<file path="src/rtl/i2c_pg_pkg.sv">
package i2c_pg_pkg;

   typedef enum logic [2:0] {
      ST_IDLE,
      ST_RX,
      ST_RX_ACK,
      ST_TX,
      ST_TX_ACK
   } i2c_st_e;

   typedef enum logic [1:0] {
      K_ADDR,
      K_OFFH,
      K_OFFL,
      K_DATA
   } byte_kind_e;

   typedef struct packed {
      logic start;
      logic stop;
      logic rise;
      logic fall;
      logic sda;
   } bus_ev_t;

endpackage

</file>
<file path="src/rtl/i2c_pg_line_mon.sv">
module i2c_pg_line_mon
   import i2c_pg_pkg::*;
(
   input  logic    clk,
   input  logic    rst_n,
   input  logic    scl_i,
   input  logic    sda_i,
   output bus_ev_t ev
);

   logic scl_q;
   logic sda_q;

   always_ff @(posedge clk or negedge rst_n) begin
      if (!rst_n) begin
         scl_q <= 1'b1;
         sda_q <= 1'b1;
      end else begin
         scl_q <= scl_i;
         sda_q <= sda_i;
      end
   end

   always_comb begin
      ev.start = scl_i & scl_q & sda_q & ~sda_i;
      ev.stop  = scl_i & scl_q & ~sda_q & sda_i;
      ev.rise  = scl_i & ~scl_q;
      ev.fall  = ~scl_i & scl_q;
      ev.sda   = sda_i;
   end

endmodule

</file>
<file path="src/rtl/i2c_pg_page_file.sv">
module i2c_pg_page_file #(
   parameter int ADDR_W     = 16,
   parameter int PAGE_BYTES = 4,
   parameter int PAGE_SEL   = 1
) (
   input  logic              clk,
   input  logic              rst_n,
   input  logic              wide,
   input  logic [ADDR_W-1:0] ptr,
   input  logic              wr_en,
   input  logic [7:0]        wdata,
   output logic [ADDR_W-1:0] eff_addr,
   output logic              in_win,
   output logic [7:0]        rd_byte
);

   localparam int IDX_W = $clog2(PAGE_BYTES);
   localparam int HI_W  = ADDR_W - 8;

   logic [PAGE_BYTES*8-1:0] pg_flat;
   logic [IDX_W-1:0]        idx;
   logic                    win_short;
   logic                    win_long;

   assign idx       = ptr[IDX_W-1:0];
   assign win_short = &ptr[7:IDX_W];
   assign win_long  = &ptr[ADDR_W-1:IDX_W];
   assign in_win    = wide ? win_long : win_short;

   for (genvar g = 0; g < PAGE_BYTES; g++) begin : g_pg
      logic [7:0] q;
      always_ff @(posedge clk or negedge rst_n) begin
         if (!rst_n)
            q <= 8'h00;
         else if (wr_en && (idx == IDX_W'(g)))
            q <= wdata;
      end
      assign pg_flat[g*8 +: 8] = q;
   end

   assign rd_byte = pg_flat[idx*8 +: 8];

   if (HI_W == 8) begin : g_hi_byte
      assign eff_addr = wide ? ptr : {pg_flat[PAGE_SEL*8 +: 8], ptr[7:0]};
   end else begin : g_hi_trunc
      assign eff_addr = wide ? ptr : {pg_flat[PAGE_SEL*8 +: HI_W], ptr[7:0]};
   end

endmodule

</file>
<file path="src/rtl/i2c_pg_ctrl.sv">
module i2c_pg_ctrl
   import i2c_pg_pkg::*;
#(
   parameter logic [6:0] DEV_ADDR = 7'h5B,
   parameter int         ADDR_W   = 16
) (
   input  logic              clk,
   input  logic              rst_n,
   input  bus_ev_t           ev,
   input  logic              wide,
   input  logic [7:0]        rd_src,
   input  logic              in_win,
   output logic [ADDR_W-1:0] ptr,
   output logic              sda_oe,
   output logic              bank_we,
   output logic              page_we,
   output logic [7:0]        wdata
);

   i2c_st_e           st;
   byte_kind_e        kind;
   logic [3:0]        cnt;
   logic [7:0]        sh;
   logic              rw;
   logic              mack;
   logic              inc_pend;
   logic [ADDR_W-1:0] ptr_q;
   logic [ADDR_W-1:0] ptr_inc;

   assign ptr = ptr_q;

   always_comb begin
      if (wide)
         ptr_inc = ptr_q + ADDR_W'(1);
      else
         ptr_inc = {ptr_q[ADDR_W-1:8], ptr_q[7:0] + 8'd1};
   end

   always_ff @(posedge clk or negedge rst_n) begin
      if (!rst_n) begin
         st       <= ST_IDLE;
         kind     <= K_ADDR;
         cnt      <= 4'd0;
         sh       <= 8'h00;
         rw       <= 1'b0;
         mack     <= 1'b0;
         inc_pend <= 1'b0;
         ptr_q    <= '0;
         sda_oe   <= 1'b0;
         bank_we  <= 1'b0;
         page_we  <= 1'b0;
         wdata    <= 8'h00;
      end else begin
         bank_we <= 1'b0;
         page_we <= 1'b0;
         if (ev.start) begin
            st     <= ST_RX;
            kind   <= K_ADDR;
            cnt    <= 4'd0;
            sda_oe <= 1'b0;
         end else if (ev.stop) begin
            st     <= ST_IDLE;
            sda_oe <= 1'b0;
         end else begin
            case (st)
               ST_RX: begin
                  if (ev.rise && cnt < 4'd8) begin
                     sh  <= {sh[6:0], ev.sda};
                     cnt <= cnt + 4'd1;
                  end else if (ev.fall && cnt == 4'd8) begin
                     case (kind)
                        K_ADDR: begin
                           if (sh[7:1] == DEV_ADDR) begin
                              rw     <= sh[0];
                              sda_oe <= 1'b1;
                              st     <= ST_RX_ACK;
                           end else begin
                              st <= ST_IDLE;
                           end
                        end
                        K_OFFH: begin
                           ptr_q[ADDR_W-1:8] <= sh[ADDR_W-9:0];
                           kind              <= K_OFFL;
                           sda_oe            <= 1'b1;
                           st                <= ST_RX_ACK;
                        end
                        K_OFFL: begin
                           ptr_q[7:0] <= sh;
                           kind       <= K_DATA;
                           sda_oe     <= 1'b1;
                           st         <= ST_RX_ACK;
                        end
                        default: begin
                           wdata    <= sh;
                           bank_we  <= ~in_win;
                           page_we  <= in_win;
                           inc_pend <= 1'b1;
                           sda_oe   <= 1'b1;
                           st       <= ST_RX_ACK;
                        end
                     endcase
                  end
               end
               ST_RX_ACK: begin
                  if (ev.fall) begin
                     cnt <= 4'd0;
                     if (inc_pend) begin
                        ptr_q    <= ptr_inc;
                        inc_pend <= 1'b0;
                     end
                     if (kind == K_ADDR && rw) begin
                        sh     <= rd_src;
                        sda_oe <= ~rd_src[7];
                        st     <= ST_TX;
                     end else begin
                        sda_oe <= 1'b0;
                        st     <= ST_RX;
                        if (kind == K_ADDR)
                           kind <= wide ? K_OFFH : K_OFFL;
                     end
                  end
               end
               ST_TX: begin
                  if (ev.fall) begin
                     if (cnt == 4'd7) begin
                        sda_oe <= 1'b0;
                        ptr_q  <= ptr_inc;
                        st     <= ST_TX_ACK;
                     end else begin
                        sh     <= {sh[6:0], 1'b0};
                        sda_oe <= ~sh[6];
                        cnt    <= cnt + 4'd1;
                     end
                  end
               end
               ST_TX_ACK: begin
                  if (ev.rise) begin
                     mack <= ~ev.sda;
                  end else if (ev.fall) begin
                     cnt <= 4'd0;
                     if (mack) begin
                        sh     <= rd_src;
                        sda_oe <= ~rd_src[7];
                        st     <= ST_TX;
                     end else begin
                        sda_oe <= 1'b0;
                        st     <= ST_IDLE;
                     end
                  end
               end
               default: begin
                  sda_oe <= 1'b0;
               end
            endcase
         end
      end
   end

endmodule

</file>
<file path="src/rtl/i2c_pg_slave.sv">
module i2c_pg_slave
   import i2c_pg_pkg::*;
#(
   parameter logic [6:0] DEV_ADDR   = 7'h5B,
   parameter int         ADDR_W     = 16,
   parameter int         PAGE_BYTES = 4,
   parameter int         PAGE_SEL   = 1
) (
   input  logic              clk,
   input  logic              rst_n,
   input  logic              wide_offset,
   input  logic              scl_i,
   input  logic              sda_i,
   output logic              sda_oe,
   output logic [ADDR_W-1:0] reg_addr,
   output logic [7:0]        reg_wdata,
   output logic              reg_we,
   input  logic [7:0]        reg_rdata
);

   if (ADDR_W != 16) begin : g_chk_aw
      $error("i2c_pg_slave: ADDR_W must be 16");
   end
   if (PAGE_BYTES < 2 || PAGE_BYTES > 8 || (PAGE_BYTES & (PAGE_BYTES - 1)) != 0) begin : g_chk_pb
      $error("i2c_pg_slave: PAGE_BYTES must be a power of two in 2..8");
   end
   if (PAGE_SEL < 0 || PAGE_SEL >= PAGE_BYTES) begin : g_chk_ps
      $error("i2c_pg_slave: PAGE_SEL out of range");
   end

   bus_ev_t           ev;
   logic [ADDR_W-1:0] ptr;
   logic              in_win;
   logic [7:0]        page_rd;
   logic [7:0]        rd_src;
   logic              page_we;

   i2c_pg_line_mon u_mon (
      .clk   (clk),
      .rst_n (rst_n),
      .scl_i (scl_i),
      .sda_i (sda_i),
      .ev    (ev)
   );

   i2c_pg_page_file #(
      .ADDR_W     (ADDR_W),
      .PAGE_BYTES (PAGE_BYTES),
      .PAGE_SEL   (PAGE_SEL)
   ) u_page (
      .clk      (clk),
      .rst_n    (rst_n),
      .wide     (wide_offset),
      .ptr      (ptr),
      .wr_en    (page_we),
      .wdata    (reg_wdata),
      .eff_addr (reg_addr),
      .in_win   (in_win),
      .rd_byte  (page_rd)
   );

   assign rd_src = in_win ? page_rd : reg_rdata;

   i2c_pg_ctrl #(
      .DEV_ADDR (DEV_ADDR),
      .ADDR_W   (ADDR_W)
   ) u_ctrl (
      .clk     (clk),
      .rst_n   (rst_n),
      .ev      (ev),
      .wide    (wide_offset),
      .rd_src  (rd_src),
      .in_win  (in_win),
      .ptr     (ptr),
      .sda_oe  (sda_oe),
      .bank_we (reg_we),
      .page_we (page_we),
      .wdata   (reg_wdata)
   );

endmodule

</file>
<file path="config.mk">
export PLATFORM = sky130hd
export DESIGN_NAME = i2c_pg_slave
export DESIGN_NICKNAME = d
export VERILOG_FILES = /design/src/rtl/i2c_pg_pkg.sv /design/src/rtl/i2c_pg_line_mon.sv /design/src/rtl/i2c_pg_page_file.sv /design/src/rtl/i2c_pg_ctrl.sv /design/src/rtl/i2c_pg_slave.sv
export SDC_FILE = /design/constraint.sdc
export NUM_CORES = 1
export LEC_CHECK = 0
export CORE_ASPECT_RATIO = 2
export CORE_MARGIN = 3
export CORE_UTILIZATION = 53
export CTS_CLUSTER_SIZE = 30
export DETAILED_ROUTE_END_ITERATION = 7
export PLACE_DENSITY = 0.78
export SYNTH_ARGS = -nofsm -noshare
export SYNTH_HDL_FRONTEND = slang
export SYNTH_SLANG_ARGS = --single-unit
export TNS_END_PERCENT = 20
</file>
<file path="constraint.sdc">
create_clock -name clk -period 2.47 [get_ports clk]
set_clock_uncertainty 0.2 [all_clocks]
set_input_delay 0.6175 -clock clk [delete_from_list [all_inputs] [get_ports clk]]
set_output_delay 0.6175 -clock clk [all_outputs]
set_load 0.005 [all_outputs]
</file>
==> metrics, run 1 <==
status completed; HPWL after DPL 9.31 mm; wire length per cell 21.1 um; Final Max Slew Viols 0; initial core utilization 0.547; routability congestion estimate 0.902; total track usage 0.274; I/O pins 39; total power 4.38 mW; dpl cells 579; Die Ht 137 um; Max Root-Sink Buffers 2; pin count of the biggest net entering global routing 49; synthesized area per cell 10.6 um^2; Starting DRT DRC Count 243; total routed wirelength 12.6 mm; post-synthesis register bit count 81; synth-to-layout area growth 22.6%; H-tree levels 3; Overflow after GRT 0; Gate Count Post-Synth 428; Async SR Flop Fraction 1.00; remaining antenna violation count 0; CP required 1.65 ns; setup violators final 0; maximum clock frequency 418 MHz; fin crit period 2.39 ns; share of cells above drive strength 1 0.256; Synth Warn # 0; crit path DAT 1.58 ns; worst rel slew slack 0.631; DIE WIDTH 71.4 um; Inserted Diodes 0; vias in the first global route 4,031; cell taking the most area after synthesis dfrtp_1; Max-Cap Viols 0; Final period util 0.970; post-route insts no fill 595; Die ar. 9780 um^2; dominant cells by area after synthesis dfrtp_1, mux2_2, mux4_2; clock-pin slew of the registers on the worst-case setup and hold paths 0.06 ns; crit-path max FO 3; Final #Nets 516; Post-synth EDFFs 0; Synth Net Count 451; P per Cell Area 787 nW/um^2; WS Path Type input port to primary output; initial antenna violation count 0; peak supply drop 580 uV; leakage dissipation 2.43 nW; drt drc 0; Post-synth top flop dfrtp_1; Reg2Reg Setup Slack 0.10 ns; RSZ-0062 raised after global routing no; clock root buffer clkbuf_16; # fillers 645; worst skew pair latency 0.33 ns; CTS Sinks 81; TritonCTS clock tree built; Core Area 8290 um^2; first-pass GRT wire length 20.3 mm; drt via density 6.36; cells on worst reg2reg path 7; Site Rows 47; Hold Crit Class input port to asynchronous set/reset pin; Post-CTS Hold Buffers 0; register area share after synthesis 0.447; crit path capture type primary output; startpoint types input port; CTS buffer count 9; Hold Vio Cnt, Final 0; commonest non-fill, non-tap cells in the layout dfrtp_1, mux2_2, buf_4; share of the synthesized area in the top cell type 0.436; via count 3,783; post-synthesis cell area 4540 um^2; most common library cell in the layout ignoring fill and taps dfrtp_1; Worst Max-Slew Pin Slew 0.548 ns; drt pass-1 iters 4; Yosys cell types 59; Port Buffer Count 38
## worst max-delay path, stage by stage
cell and delay, ns:
clkdlybuf4s15_2 0.20, buf_6 0.11, buf_4 0.11, mux2_2 0.32, clkdlybuf4s15_1 0.21
## synthesized netlist by cell type, drive strengths merged (3+ instances only)
master   instances
nand3           30
a21oi           13
nand4            9
a31oi           11
buf             15
inv             13
a22o             3
ha              10
nor4             3
dfrtp           79
o2bb2ai          3
mux2            50
nor3             4
or4              4
o21ai           23
clkbuf          12
mux4             8
nand4b           3
nand3b           3
o22ai            3
and2             3
nand2b          14
o211ai           8
mux2i           10
nand2           37
nor2            17
o31ai            4
## sequential cells by signal, summed over array words and instances, names as in the netlist
name and cells:
u_ctrl.ptr 16, u_ctrl.bank_we 1, u_page.g_pg.q 32, u_ctrl.sh 8
u_mon.scl_q 1, u_ctrl.rw 1, u_mon.sda_q 1, u_ctrl.st 3
u_ctrl.mack 1, u_ctrl.sda_oe 1, u_ctrl.wdata 8, u_ctrl.kind 2
u_ctrl.cnt 4, u_ctrl.inc_pend 1, u_ctrl.page_we 1
## power by group
part | switching [mW] | leakage (nW) | internal, mW
clock network | 0.534 | 0.148 | 0.884
logic | 0.599 | 1.19 | 0.549
registers | 0.314 | 1.10 | 1.50
## cells by family (layout without fill, tap and decap cells)
family / after synthesis / in the layout / share of synthesized area
AO/OA/AOI/OAI: 90 / 90 / 0.134
XOR/XNOR: 2 / 2 / 0.00386
adder cells (fa/ha/maj): 10 / 10 / 0.0276
buffers and inverters: 40 / 109 / 0.0452
flip-flops: 81 / 81 / 0.447
multiplexers: 68 / 68 / 0.186
AND/OR/NAND/NOR: 137 / 137 / 0.156
## stage by stage
step | setup WS, ns | utilization | cell area, um^2 | TNS (ns) | hold slack [ns]
2_1_floorplan | 0.0208 | - | 4540 | 0 | 0.122
3_3_place_gp | -0.543 | 0.631 | 5240 | -19.86 | 0.282
3_5_place_dp | -0.566 | 0.631 | 5240 | -21.30 | 0.292
4_1_cts | 0.0199 | 0.671 | 5570 | 0 | 0.0504
5_1_grt | 0.0106 | 0.671 | 5570 | 0 | 0.0683
6_report | 0.0750 | 0.671 | 5570 | 0 | 0.0409
## cell type report
class | instances | area, um^2 | share of cell area
well taps | 98 | 123 | 0.0220
clock inverters | 6 | 92.6 | 0.0166
multi-input cells | 307 | 2310 | 0.415
flip-flops and latches | 81 | 2030 | 0.365
repair buffers | 81 | 734 | 0.132
inverters | 13 | 48.8 | 0.00877
clock buffers | 9 | 225 | 0.0405
## per-layer routing
layer  GRT usage  part of all wire  vias up
li1            -                 -     1717
met1       0.283              0.34     1871
met2       0.481              0.54      139
met3      0.0426             0.041       56
met4       0.210             0.075        0
met5           0                 0        -
## final timing paths
kind                                     startpoint                  end
worst max-delay path                    wide_offset         reg_addr[15]
worst min-delay path                          rst_n         u_ctrl.st[1]
worst max register to register        u_ctrl.cnt[0]       u_ctrl.ptr[12]
worst min register to register  u_page.g_pg[3].q[5]  u_page.g_pg[3].q[5]
max in group asynchronous                     rst_n  u_page.g_pg[2].q[3]
min in group clk                              scl_i          u_mon.scl_q
## repair_timing
| action | in CTS | in global routing |
|---|---|---|
| gates resized for setup | 16 | 5 |
| cloned | 0 | 0 |
| setup buffers | 1 | 0 |
| pin swaps | 1 | 2 |
| endpoints found under the setup margin | 40 | 15 |
(Power assumes the default switching activity.)
==> run 2, diff against run 1 <==
- CELL_PAD_IN_SITES_DETAIL_PLACEMENT: default -> 1
- CELL_PAD_IN_SITES_GLOBAL_PLACEMENT: default -> 2
- CORE_UTILIZATION: 53 -> 35
==> run 2 against run 1 <==
Via count increased by 0.98%; final area increased by 1.6%; global-route usage decreased by 5.9 points; die area increased by 48%; largest cell class unchanged; sequential power about the same; critical endpoint is now u_ctrl.sh[3]; cell count increased by 9.7%.
==> metrics, run 2 (synthesized netlist as in run 1, its figures left out) <==
status completed; pin count of the biggest net entering global routing 31; fin crit period 2.43 ns; RSZ-0062 raised after global routing no; wire length per cell 22.7 um; peak supply drop 373 uV; Starting DRT DRC Count 141; Port Buffer Count 38; initial core utilization 0.359; worst rel slew slack 0.610; CTS Sinks 81; number of flip-flops in the largest register 32; largest reg by FF count u_page.g_pg.q; total power 4.38 mW; Final period util 0.982; Setup WS pre-CTS -0.572 ns; WS Path Type input port to flip-flop; Worst R2R End u_ctrl.sh[3]; cells on worst reg2reg path 6; CTS buffer count 9; crit path DAT 2.44 ns; setup violators final 0; Max Root-Sink Buffers 2; commonest non-fill, non-tap cells in the layout dfrtp_1, mux2_2, buf_4; clock root buffer clkbuf_16; Core Area 12,600 um^2; CP required 2.48 ns; worst skew pair latency 0.34 ns; maximum clock frequency 412 MHz; H-tree levels 3; startpoint types input port; dpl cells 635; crit-path max FO 16; Final Max Slew Viols 0; vias in the first global route 4,102; Max-Cap Viols 0; via count 3,820; clock-pin slew of the registers on the worst-case setup and hold paths 0.07 ns; DIE WIDTH 86.5 um; most common library cell in the layout ignoring fill and taps dfrtp_1; synth-to-layout area growth 24.6%; total routed wirelength 14.8 mm; TritonCTS clock tree built; total track usage 0.214; Hold Crit Class input port to asynchronous set/reset pin; Overflow after GRT 0; Reg2Reg Setup Slack 0.08 ns; crit path capture type flip-flop; reg2reg start u_ctrl.st[2]; drt via density 5.85; Inserted Diodes 0; leakage dissipation 2.48 nW; Post-CTS Hold Buffers 0; Die Ht 167 um; initial antenna violation count 0; I/O pins 39; routability congestion estimate 0.926; drt drc 0; Die ar. 14,500 um^2; # fillers 1,432; final core utilization 0.448; final worst slack 0.0433 ns; Final #Nets 521; drt pass-1 iters 4; Worst Max-Slew Pin Slew 0.581 ns; first-pass GRT wire length 23.5 mm; remaining antenna violation count 0; HPWL after DPL 11.4 mm; P per Cell Area 774 nW/um^2; share of cells above drive strength 1 0.264; Hold Vio Cnt, Final 0; post-route insts no fill 653; Site Rows 58
==> run 2: cell types whose count changed in the layout (fill, tap and decap cells not counted), sizes merged <==
cell / previous run / this run
bufinv: 2 / 0
buf: 44 / 49
clkbuf: 10 / 9
inv: 14 / 18
bufbuf: 0 / 1
clkdlybuf4s15: 3 / 1
dlygate4sd2: 6 / 8
clkinvlp: 2 / 1
==> run 2: worst max-delay path by stage <==
| stage | startpoint | cells past startpoint | to |
|---|---|---|---|
| CTS | u_ctrl.cnt[0] | 7 | u_ctrl.ptr[12] |
| global route | scl_i | 7 | u_ctrl.sh[3] |
| detailed placement | scl_i | 6 | u_ctrl.sh[4] |
| floorplan | scl_i | 6 | u_ctrl.ptr[11] |
| finish | scl_i | 7 | u_ctrl.sh[3] |
| global placement | scl_i | 7 | u_ctrl.sh[7] |
==> run 2: layout make-up <==
class / count / area [um^2] / area share
clock buffer: 9 / 225 / 0.0398
clock inverter: 7 / 61.3 / 0.0108
inverter: 13 / 48.8 / 0.00863
tap: 150 / 188 / 0.0332
sequential: 81 / 2030 / 0.359
timing repair buffer: 86 / 786 / 0.139
multi-input combinational: 307 / 2320 / 0.410
==> run 2: worst max-delay path, stage by stage <==
cell and delay [ns]:
clkdlybuf4s15_1 0.34, or2b_1 0.30, or4_1 0.46, a32oi_2 0.26, buf_4 0.24, nand2b_1 0.13
o211ai_1 0.10
==> run 2: metal layers <==
metal,part of all wire,vias up,GRT usage
met4,0.055,0,0.115
met3,0.024,46,0.0327
met2,0.58,84,0.405
met5,0,-,0
li1,-,1720,-
met1,0.34,1970,0.215
==> run 2: what timing repair did <==
action,4_1_cts,5_1_grt
pin swaps,0,5
gates resized for setup,14,3
hold endpoints to repair,0,0
buffers inserted,0,1
endpoints found under the setup margin,41,8
gates cloned,1,0
==> run 2: per-stage QoR <==
step / hold slack [ns] / instance area (um^2) / TNS, ns
detailed placement: 0.294 / 5330 / -20.35
global route: 0.0342 / 5650 / 0
global placement: 0.282 / 5330 / -18.67
floorplan: 0.122 / 4540 / 0
finish: 0.0102 / 5650 / 0
CTS: 0.0359 / 5640 / 0
==> run 2: power by group <==
group	internal [mW]	leakage, nW	total [mW]	switching, mW
Clock	0.705	0.141	1.33	0.626
Sequential	1.50	1.10	1.79	0.295
Combinational	0.590	1.24	1.25	0.662
